--- config.mk ---
export PLATFORM = sky130hd
export DESIGN_NAME = adc_oneshot_seq
export DESIGN_NICKNAME = d
export VERILOG_FILES = /design/src/rtl/adc_seq_pkg.sv /design/src/rtl/adc_rate_delay.sv /design/src/rtl/adc_us_timer.sv /design/src/rtl/adc_sample_scale.sv /design/src/rtl/adc_oneshot_seq.sv
export SDC_FILE = /design/constraint.sdc
export NUM_CORES = 1
export LEC_CHECK = 0
export CAP_MARGIN = 20
export CORE_ASPECT_RATIO = 1.25
export CORE_MARGIN = 1
export CORE_UTILIZATION = 42
export CTS_BUF_LIST = sky130_fd_sc_hd__clkbuf_4 sky130_fd_sc_hd__clkbuf_8
export CTS_CLUSTER_DIAMETER = 50
export DETAILED_ROUTE_END_ITERATION = 10
export PLACE_DENSITY = 0.78
export SLEW_MARGIN = 10
export SYNTH_ARGS = -nofsm -noshare
export SYNTH_HDL_FRONTEND = slang
export SYNTH_SLANG_ARGS = --single-unit
--- constraint.sdc ---
create_clock -name clk -period 2.65 [get_ports clk]
set_clock_uncertainty 0.05 [all_clocks]
set_input_delay 0.53 -clock clk [delete_from_list [all_inputs] [get_ports clk]]
set_output_delay 0.53 -clock clk [all_outputs]
set_load 0.05 [all_outputs]
--- src/rtl/adc_seq_pkg.sv ---
package adc_seq_pkg;

    typedef enum logic [2:0] {
        S_IDLE,
        S_CFG_RD,
        S_CFG_WR,
        S_SETTLE,
        S_POLL_RD,
        S_POLL_GAP,
        S_DATA_RD
    } seq_state_e;

    // register pointers decoded by the converter
    localparam logic [7:0] PTR_DATA = 8'h00;
    localparam logic [7:0] PTR_CTRL = 8'h01;

    // control register fields the sequence depends on
    localparam int GO_BIT   = 15;
    localparam int RATE_LSB = 5;
    localparam int RATE_W   = 3;

    localparam int REG_W = 16;
    localparam int DLY_W = 17;

endpackage

--- src/rtl/adc_rate_delay.sv ---
module adc_rate_delay #(
    parameter int RES_BITS = 16,
    parameter int DLY_W    = 17
) (
    input  logic [2:0]       code,
    output logic [DLY_W-1:0] delay_us
);

    generate
        if (RES_BITS == 16) begin : g_wide
            always_comb begin
                case (code)
                    3'd0:    delay_us = DLY_W'(125000);
                    3'd1:    delay_us = DLY_W'(62500);
                    3'd2:    delay_us = DLY_W'(31250);
                    3'd3:    delay_us = DLY_W'(15625);
                    3'd4:    delay_us = DLY_W'(7813);
                    3'd5:    delay_us = DLY_W'(4000);
                    3'd6:    delay_us = DLY_W'(2105);
                    default: delay_us = DLY_W'(1163);
                endcase
            end
        end else begin : g_narrow
            always_comb begin
                case (code)
                    3'd0:    delay_us = DLY_W'(7813);
                    3'd1:    delay_us = DLY_W'(4000);
                    3'd2:    delay_us = DLY_W'(2041);
                    3'd3:    delay_us = DLY_W'(1087);
                    3'd4:    delay_us = DLY_W'(625);
                    3'd5:    delay_us = DLY_W'(417);
                    default: delay_us = DLY_W'(303);
                endcase
            end
        end
    endgenerate

endmodule

--- src/rtl/adc_us_timer.sv ---
module adc_us_timer #(
    parameter int US_CYCLES = 200,
    parameter int CNT_W     = 17
) (
    input  logic             clk,
    input  logic             rst_n,
    input  logic             load,
    input  logic [CNT_W-1:0] load_us,
    output logic             expire
);

    localparam int PRE_W = (US_CYCLES > 1) ? $clog2(US_CYCLES) : 1;
    localparam logic [PRE_W-1:0] PRE_LAST = PRE_W'(US_CYCLES - 1);

    typedef struct packed {
        logic [PRE_W-1:0] pre;
        logic [CNT_W-1:0] rem;
        logic             run;
    } tmr_t;

    tmr_t tmr_d, tmr_q;
    logic us_tick;

    assign us_tick = tmr_q.run && (tmr_q.pre == PRE_LAST);
    assign expire  = us_tick && (tmr_q.rem == CNT_W'(1));

    always_comb begin
        tmr_d = tmr_q;
        if (load) begin
            tmr_d.pre = '0;
            tmr_d.rem = load_us;
            tmr_d.run = 1'b1;
        end else if (tmr_q.run) begin
            if (us_tick) begin
                tmr_d.pre = '0;
                tmr_d.rem = tmr_q.rem - CNT_W'(1);
                if (tmr_q.rem == CNT_W'(1)) begin
                    tmr_d.run = 1'b0;
                end
            end else begin
                tmr_d.pre = tmr_q.pre + PRE_W'(1);
            end
        end
    end

    always_ff @(posedge clk or negedge rst_n) begin
        if (!rst_n) begin
            tmr_q <= '0;
        end else begin
            tmr_q <= tmr_d;
        end
    end


    load_nonzero_chk: assert property (@(posedge clk) disable iff (!rst_n)
        load |-> (load_us != '0));


    count_down_chk: assert property (@(posedge clk) disable iff (!rst_n)
        (tmr_q.run && !load && !us_tick) |=> (tmr_q.rem == $past(tmr_q.rem)));

endmodule

--- src/rtl/adc_sample_scale.sv ---
module adc_sample_scale #(
    parameter int RES_BITS = 16
) (
    input  logic [15:0]         raw,
    output logic [RES_BITS-1:0] scaled
);

    localparam int SHIFT = 16 - RES_BITS;

    generate
        if (SHIFT == 0) begin : g_pass
            assign scaled = raw[RES_BITS-1:0];
        end else begin : g_div
            localparam logic [16:0] BIAS = (17'd1 << SHIFT) - 17'd1;
            logic [16:0] biased;
            always_comb begin
                // negative codes get 2^SHIFT-1 added so the shift rounds toward zero
                biased = {raw[15], raw} + (raw[15] ? BIAS : 17'd0);
                scaled = biased[SHIFT +: RES_BITS];
            end
        end
    endgenerate

endmodule

--- src/rtl/adc_oneshot_seq.sv ---
module adc_oneshot_seq
    import adc_seq_pkg::*;
#(
    parameter int RES_BITS  = 16,
    parameter int US_CYCLES = 200,
    parameter int WAKE_US   = 25,
    parameter int POLL_US   = 100
) (
    input  logic                clk,
    input  logic                rst_n,
    input  logic                start,
    output logic                bus_req,
    output logic                bus_wr,
    output logic [7:0]          bus_ptr,
    output logic [REG_W-1:0]    bus_wdata,
    input  logic                bus_ack,
    input  logic                bus_err,
    input  logic [REG_W-1:0]    bus_rdata,
    output logic                busy,
    output logic                done,
    output logic                error,
    output logic [RES_BITS-1:0] sample
);

    typedef struct packed {
        seq_state_e          st;
        logic [REG_W-1:0]    wval;
        logic [RES_BITS-1:0] smp;
        logic                done;
        logic                err;
    } seq_t;

    seq_t seq_d, seq_q;

    logic             tmr_load;
    logic [DLY_W-1:0] tmr_val;
    logic             tmr_exp;
    logic [DLY_W-1:0] rate_dly;
    logic [RES_BITS-1:0] scaled;
    logic             xfer_ok;
    logic             xfer_bad;

    adc_rate_delay #(
        .RES_BITS (RES_BITS),
        .DLY_W    (DLY_W)
    ) u_rate_delay (
        .code     (seq_q.wval[RATE_LSB +: RATE_W]),
        .delay_us (rate_dly)
    );

    adc_us_timer #(
        .US_CYCLES (US_CYCLES),
        .CNT_W     (DLY_W)
    ) u_us_timer (
        .clk     (clk),
        .rst_n   (rst_n),
        .load    (tmr_load),
        .load_us (tmr_val),
        .expire  (tmr_exp)
    );

    adc_sample_scale #(
        .RES_BITS (RES_BITS)
    ) u_sample_scale (
        .raw    (bus_rdata),
        .scaled (scaled)
    );

    assign xfer_ok  = bus_ack && !bus_err;
    assign xfer_bad = bus_ack && bus_err;

    always_comb begin
        seq_d      = seq_q;
        seq_d.done = 1'b0;
        seq_d.err  = 1'b0;
        tmr_load   = 1'b0;
        tmr_val    = '0;
        case (seq_q.st)
            S_IDLE: begin
                if (start) begin
                    seq_d.st = S_CFG_RD;
                end
            end
            S_CFG_RD: begin
                if (xfer_bad) begin
                    seq_d.err = 1'b1;
                    seq_d.st  = S_IDLE;
                end else if (xfer_ok) begin
                    seq_d.wval         = bus_rdata;
                    seq_d.wval[GO_BIT] = 1'b1;
                    seq_d.st           = S_CFG_WR;
                end
            end
            S_CFG_WR: begin
                if (xfer_bad) begin
                    seq_d.err = 1'b1;
                    seq_d.st  = S_IDLE;
                end else if (xfer_ok) begin
                    tmr_load = 1'b1;
                    tmr_val  = rate_dly + DLY_W'(WAKE_US);
                    seq_d.st = S_SETTLE;
                end
            end
            S_SETTLE, S_POLL_GAP: begin
                if (tmr_exp) begin
                    seq_d.st = S_POLL_RD;
                end
            end
            S_POLL_RD: begin
                if (xfer_bad) begin
                    seq_d.err = 1'b1;
                    seq_d.st  = S_IDLE;
                end else if (xfer_ok) begin
                    if (bus_rdata[GO_BIT]) begin
                        seq_d.st = S_DATA_RD;
                    end else begin
                        tmr_load = 1'b1;
                        tmr_val  = DLY_W'(POLL_US);
                        seq_d.st = S_POLL_GAP;
                    end
                end
            end
            S_DATA_RD: begin
                if (xfer_bad) begin
                    seq_d.err = 1'b1;
                    seq_d.st  = S_IDLE;
                end else if (xfer_ok) begin
                    seq_d.smp  = scaled;
                    seq_d.done = 1'b1;
                    seq_d.st   = S_IDLE;
                end
            end
            default: begin
                seq_d.st = S_IDLE;
            end
        endcase
    end

    always_ff @(posedge clk or negedge rst_n) begin
        if (!rst_n) begin
            seq_q <= '{st: S_IDLE, wval: '0, smp: '0, done: 1'b0, err: 1'b0};
        end else begin
            seq_q <= seq_d;
        end
    end

    assign bus_req   = (seq_q.st == S_CFG_RD) || (seq_q.st == S_CFG_WR) ||
                       (seq_q.st == S_POLL_RD) || (seq_q.st == S_DATA_RD);
    assign bus_wr    = (seq_q.st == S_CFG_WR);
    assign bus_ptr   = (seq_q.st == S_DATA_RD) ? PTR_DATA : PTR_CTRL;
    assign bus_wdata = seq_q.wval;
    assign busy      = (seq_q.st != S_IDLE);
    assign done      = seq_q.done;
    assign error     = seq_q.err;
    assign sample    = seq_q.smp;


    bus_hold_chk: assert property (@(posedge clk) disable iff (!rst_n)
        (bus_req && !bus_ack) |=> (bus_req && $stable(bus_ptr) && $stable(bus_wr) && $stable(bus_wdata)));


    go_bit_chk: assert property (@(posedge clk) disable iff (!rst_n)
        (bus_req && bus_wr) |-> (bus_wdata[GO_BIT] && bus_ptr == PTR_CTRL));


    busy_rise_chk: assert property (@(posedge clk) disable iff (!rst_n)
        $rose(busy) |-> $past(start));


    done_pulse_chk: assert property (@(posedge clk) disable iff (!rst_n)
        done |-> (!busy && $past(busy) && !error));


    abort_chk: assert property (@(posedge clk) disable iff (!rst_n)
        error |-> (!busy && !bus_req && $past(bus_ack && bus_err)));


    wake_state_chk: assert property (@(posedge clk) disable iff (!rst_n)
        tmr_exp |-> ((seq_q.st == S_SETTLE) || (seq_q.st == S_POLL_GAP)));


    sign_chk: assert property (@(posedge clk) disable iff (!rst_n)
        done |-> ((sample[RES_BITS-1] == $past(bus_rdata[15])) || (sample == '0)));

endmodule

==> summary.txt, run 1 <==
Clock tree
  • CTS root buf: clkbuf_8
  • Worst-path clk slew: about 70 ps
  • Worst skew pair latency: between 300 and 400 ps
  • CTS sink cnt: 63
  • CTS tree: yes
  • CTS H-Tree Depth: 3
  • CTS Buf Count: 9
  • CTS max path bufs: 2
  • Total setup buffers inserted after CTS: 0

Global routing
  • Total global routing track utilization: 17.9%
  • First-pass GRT wire length: 12.5 mm
  • Vias in the first global route: 2,610
  • Largest net degree at the start of global routing: 64
  • Initial antenna violation count: 0
  • Grt ovf: 0

STA
  • Fin crit share: 96.6%
  • TNS Setup: 0 ps
  • Setup violators final: 0
  • Max-slew violations: 0
  • Tightest Pin Transition: 796 ps
  • Final hold vios: 0
  • Peak Freq: 391 MHz
  • Relative slew margins: 47.0%
  • RSZ-0062 raised after global routing: no
  • Minimum clock period: 2560 ps

Critical path
  • WS Path Type: reg2out
  • Worst setup SP type: register
  • Data arrival time of the critical path: 1980 ps
  • Critical Path RT: around 2100 ps
  • Crit Path Max Fanout: 11
  • Critical Path End Type: primary output

Drt
  • Post-Route WL: 7.60 mm
  • Post-DR vias/cell: 5.53
  • Drt drc: 2
  • Average wire per standard cell: 15.7 um
  • ANT nets after route: 0
  • Via Count: 2,673
  • Drt first pass iters: 7
  • DR iter-0 viols: 163

Finish
  • P&R area growth vs syn: 17.0%
  • N_diodes: 0
  • Final #Nets: 406
  • Fillers: 702
  • Area occupied by registers: 1580 sq um
  • Layout cell share with drive strength beyond 1: 19.9%
  • Multi-input gate area: 1640 sq um

Pwr
  • Total power: 4.57 mW
  • Static Leak: approximately 1.8 nW
  • Peak supply drop: 0.000660 V
  • PD cells: between 1000 and 1500 nW/um^2

Floorplanning
  • Initial Util: between 40% and 50%
  • DIE WIDTH: 84.8 um
  • FP Rows: 37
  • Die Area: 8950 sq um
  • Core Area: 8290 sq um
  • I/O pins: 66
  • Die Y: 106 um

Synth
  • Post-synth EDFFs: 0
  • Mapped Area: 3600 sq um
  • Yosys cell types: 65
  • Most common cell in the netlist: dfrtp_1
  • Synth area leaders: dfrtp_1, mux2_2, buf_4
  • Synth warn: 0
  • Mapped Cells: 351
  • Syn Area/Cell: 10.3 sq um
  • Post-synth top area cell: dfrtp_1
  • Share of the synthesized area in the top cell type: between 40% and 50%
  • FFs w/ async S/R, synth: 100%
  • Synth Register Bits: 63
  • Post-synth top cells: dfrtp_1, buf_4, mux2_2, nand2_1
  • Seq/Total Area, Yosys: 43.8%
  • Synth Flop Type: dfrtp_1

Status
  • Failing checks: DRC
  • Status: complete, but fails checks

Place
  • Number of port buffers: 58
  • GP Congestion: 0.891
  • Detail Placement HPWL: ~5.4 mm

Flow run
  • # Max-Cap Violations: 0

Worst hold path
  • Worst min path class: in2async
==> final timing paths <==
kind	from	end	slack (ps)	depth (start not counted)
worst min-delay path	rst_n	u_us_timer.tmr_q[25]$_DFFE_PN0P_	310	2
worst min register to register	bus_wdata[15]$_DFFE_PN0P_	bus_wdata[15]$_DFFE_PN0P_	430	1
max in group asynchronous	rst_n	u_us_timer.tmr_q[17]$_DFFE_PN0P_	1720	2
min in group clk	bus_wdata[15]$_DFFE_PN0P_	bus_wdata[15]$_DFFE_PN0P_	430	1
worst max register to register	u_us_timer.tmr_q[18]$_DFFE_PN0P_	u_us_timer.tmr_q[10]$_DFFE_PN0P_	620	6
worst max-delay path	seq_q[36]$_DFFE_PN0P_	busy	90	2
==> worst max-delay path: stages (launching register included) <==
cell and delay (ps):
dfrtp_1 510, or3_1 410, clkdlybuf4s50_1 710
==> registers in the layout, summed over array words and instances (netlist names) <==
| signal | count |
|---|---|
| u_us_timer.tmr_q | 26 |
| bus_wdata | 16 |
| sample | 16 |
| seq_q | 3 |
| done | 1 |
| error | 1 |
==> cell type report <==
| class | count | share of cell area, % |
|---|---|---|
| tap | 97 | 2.88 |
| sequential | 63 | 37.4 |
| timing repair buffer | 69 | 15.6 |
| multi-input combinational | 233 | 38.9 |
| inverter | 6 | 0.534 |
| clock buffer | 12 | 3.77 |
| clock inverter | 3 | 1.01 |
==> layout by cell type (no fill, tap or decap), types with 2 or more instances in the layout <==
cell type and instances:
dfrtp_1 63, clkdlybuf4s50_1 54, mux2_2 29, nand2_1 27, nor2_1 23, a21oi_1 23, o21ai_0 17, buf_4 13
clkbuf_8 11, nand3_1 9, xor2_1 7, conb_1 7, inv_1 6, nor2b_1 6, nand4_1 5, xnor2_1 4
o22ai_1 4, a31oi_1 4, nand2b_1 3, or3_1 3, nor3b_1 3, nor3_1 3, mux2i_1 3, o211ai_1 3
ha_1 3, nor3b_4 2, and3_1 2, mux2_1 2, nand2_2 2, nor4_1 2, o32a_2 2, a41o_1 2
o22a_1 2, nand4b_1 2
==> logic make-up (layout without fill, tap and decap cells) <==
family,after synthesis,in the layout,synth area share (%)
multiplexers,34,34,10.5
AND/OR/NAND/NOR,107,107,17.7
adder cells (fa/ha/maj),3,3,1.04
XOR/XNOR,11,11,2.67
buffers and inverters,61,90,11.4
AO/OA/AOI/OAI,71,71,12.8
other,1,7,0.104
flip-flops,63,63,43.8
==> routing by layer <==
layer / vias up / part of all wire (%) / global-route usage (%)
met4: 0 / 1.7 / 7.63
met2: 85 / 49 / 29.7
met3: 12 / 5.5 / 4.86
met5: - / 0 / 0
li1: 1270 / - / -
met1: 1306 / 44 / 21.8
==> power breakdown <==
group / switching [mW] / internal [mW]
Sequential: 0.273 / 1.26
Combinational: 1.37 / 0.824
Clock: 0.356 / 0.489
==> metrics by stage <==
step                      area, sq um  hold slack (ps)  setup slack, ps  cells  utilization [%]
after floorplan                  3620              184              481    357                -
after global placement           4010              411              311    468             48.4
after detailed placement         4010              411              246    468             48.4
after CTS                        4210              331             69.7    483             50.8
after global routing             4220              387             6.67    483             50.9
final                            4220              314             89.2    483             50.9
==> what timing repair did <==
action,4_1_cts,5_1_grt
endpoints found under the setup margin,0,1
hold buffers,0,0
gates resized for setup,0,1
No activity file was read; power rests on OpenSTA's default activity.
==> run 2: changes to the inputs <==
Settings changed: RECOVER_POWER set to 100.
==> run 2 against run 1 <==
Against the previous run:
- the run ends with DRC, capacitance limit, slew limit left
- sequential power is essentially flat
- critical path depth grew 4
- wire length down 0.22%
- worst setup slack gained 5.9 ps
- final area shrank 1.4%
- sequential share of layout area grew 0.53 points
- clock power about the same
- utilization decreased by 0.71 points
- combinational power is 4% lower
- global-route usage unchanged
- register-to-register slack worse by 470 ps
- largest cell class unchanged
==> summary.txt, run 2 (synthesized netlist as in run 1, its figures left out) <==
Critical path
  • Number of cells on the worst reg-to-reg path: 5
  • CP peak stage delay: a little over 700 ps
  • Worst setup SP type: primary input
  • Number of logic stages on the critical path including buffering: 6
  • Critical Path RT: 2800 ps
  • Buf/Inv on CP: 2
  • WS Path Type: in2reg
  • Data arrival time of the critical path: 2700 ps
  • CP Cell Sequence: clkdlybuf4s50_1 -> nor3b_1 -> o21a_1 -> clkbuf_1 -> o32a_2 -> o22ai_1
  • Critical Path Slowest Stage Cell: clkbuf_1
  • Critical Path End Type: register
  • Crit Path Max Fanout: 19
  • Delay-heaviest family, CP: buffers and inverters

Global routing
  • Gr busiest metal: met2
  • Vias in the first global route: ~2,600
  • Grt ovf: 0
  • GRT met2 Usage: 29.7%
  • Met3 Use GR: 4.86%
  • Largest net degree at the start of global routing: 64
  • Initial antenna violation count: 0
  • First-pass GRT wire length: about 13 mm
  • Total global routing track utilization: roughly 18%
  • Met1 GRT Util: 21.8%

Worst hold path
  • Worst min path class: reg2reg
  • Hold Crit Depth: 1

Pwr
  • PD cells: 1080 nW/um^2
  • Peak supply drop: approximately 0.00065 V
  • Static Leak: 1.82 nW

Finish
  • Final #Nets: between 400 and 500
  • Area occupied by registers: 1580 sq um
  • Most common cell after layout, fill and taps aside: dfrtp_1
  • Commonest non-fill, non-tap cells in the layout: dfrtp_1, dlygate4sd3_1, mux2_2
  • Largest register FFs: 26
  • Reg with most FFs: u_us_timer.tmr_q
  • Fillers: 716
  • Fin util: 50.2%
  • Layout cell share with drive strength beyond 1: 17.9%
  • Multi-input gate area: 1610 sq um
  • P&R area growth vs syn: 15.4%
  • N_diodes: 0

STA
  • TNS Setup: 0 ps
  • Final hold vios: 0
  • Relative slew margins: -3.71%
  • Setup violators final: 0
  • Minimum clock period: 2550 ps
  • RSZ-0062 raised after global routing: no
  • Fin crit share: 96.4%
  • Tightest Pin Transition: 1560 ps
  • Max-slew violations: 64
  • Peak Freq: 391 MHz

Drt
  • Post-DR vias/cell: 5.53
  • Drt first pass iters: 7
  • Post-Route WL: 7.58 mm
  • Average wire per standard cell: 15.7 um
  • Via Count: 2,671
  • Drt drc: 2
  • DR iter-0 viols: ~150
  • ANT nets after route: 0

Clock tree
  • CTS max path bufs: 2
  • Total setup buffers inserted after CTS: 0
  • CTS sink cnt: 63
  • CTS root buf: clkbuf_8
  • CTS Buf Count: 9
  • Worst-path clk slew: 60 ps
  • Worst skew pair latency: 350 ps
  • CTS tree: yes
  • CTS H-Tree Depth: 3

Flow run
  • # Max-Cap Violations: 1

Floorplanning
  • I/O pins: 66
  • Core Area: 8290 sq um
  • FP Rows: 37
  • DIE WIDTH: 84.8 um
  • Die Y: 106 um
  • Initial Util: 43.5%
  • Die Area: 8950 sq um

Status
  • Status: complete, but fails checks
  • Failing checks: DRC, capacitance limit, slew limit

Place
  • Number of port buffers: 58
  • GP Congestion: 0.891
  • Detail Placement HPWL: 5.42 mm
-- run 2: cell types whose count changed in the layout (fill, tap and decap cells not counted), sizes merged --
| cell | before | now |
|---|---|---|
| dlygate4sd3 | 0 | 34 |
| clkdlybuf4s50 | 54 | 20 |
| buf | 14 | 8 |
| clkbuf | 12 | 19 |
| dlymetal6s2s | 1 | 0 |
-- run 2: per-stage QoR --
| stage | power, mW | hold WS, ps | instances | setup WS, ps | instance area [sq um] |
|---|---|---|---|---|---|
| finish | 4.48 | 426 | 483 | 95.1 | 4160 |
| global route | 4.72 | 454 | 483 | 13.8 | 4160 |
| detailed placement | 3.74 | 411 | 468 | 246 | 4010 |
| floorplan | 3.29 | 184 | 357 | 481 | 3620 |
| CTS | 4.60 | 331 | 483 | 69.7 | 4210 |
| global placement | 3.68 | 411 | 468 | 311 | 4010 |
-- run 2: worst paths after layout --
| path | slack (ps) | start | endpoint |
|---|---|---|---|
| worst max-delay path | 100 | bus_rdata[15] | u_us_timer.tmr_q[14]$_DFFE_PN0P_ |
| worst min-delay path | 430 | bus_wdata[15]$_DFFE_PN0P_ | bus_wdata[15]$_DFFE_PN0P_ |
| worst max register to register | 150 | seq_q[36]$_DFFE_PN0P_ | u_us_timer.tmr_q[14]$_DFFE_PN0P_ |
| worst min register to register | 430 | bus_wdata[15]$_DFFE_PN0P_ | bus_wdata[15]$_DFFE_PN0P_ |
| max in group asynchronous | 1020 | rst_n | u_us_timer.tmr_q[17]$_DFFE_PN0P_ |
| min in group asynchronous | 610 | rst_n | u_us_timer.tmr_q[25]$_DFFE_PN0P_ |
-- run 2: power by group --
part           switching, mW  internal [mW]  total [mW]
registers              0.263           1.26        1.52
clock network          0.358          0.489       0.847
logic                   1.37          0.743        2.11
-- run 2: routing by layer --
metal	part of all wire [%]	vias up
li1	-	1273
met1	43	1302
met2	49	84
met3	5.5	12
met4	2.1	0
met5	0	-
-- run 2: final cells by class --
class                      count  area share [%]
clock inverter                 3            1.02
sequential                    63            37.9
tap                           97            2.92
inverter                       6           0.542
clock buffer                  12            3.82
multi-input combinational    233            38.7
timing repair buffer          69            15.1
-- run 2: repair_timing --
item                       4_1_cts  5_1_grt
resized for setup                0        1
setup endpoints to repair        0        1
hold buffers                     0        0
==> run 3: changes to the inputs <==
Settings changed: CAP_MARGIN 20 to not set.
==> results of run 3 <==
Final layout, timing and power as in run 2 (identical DEF).
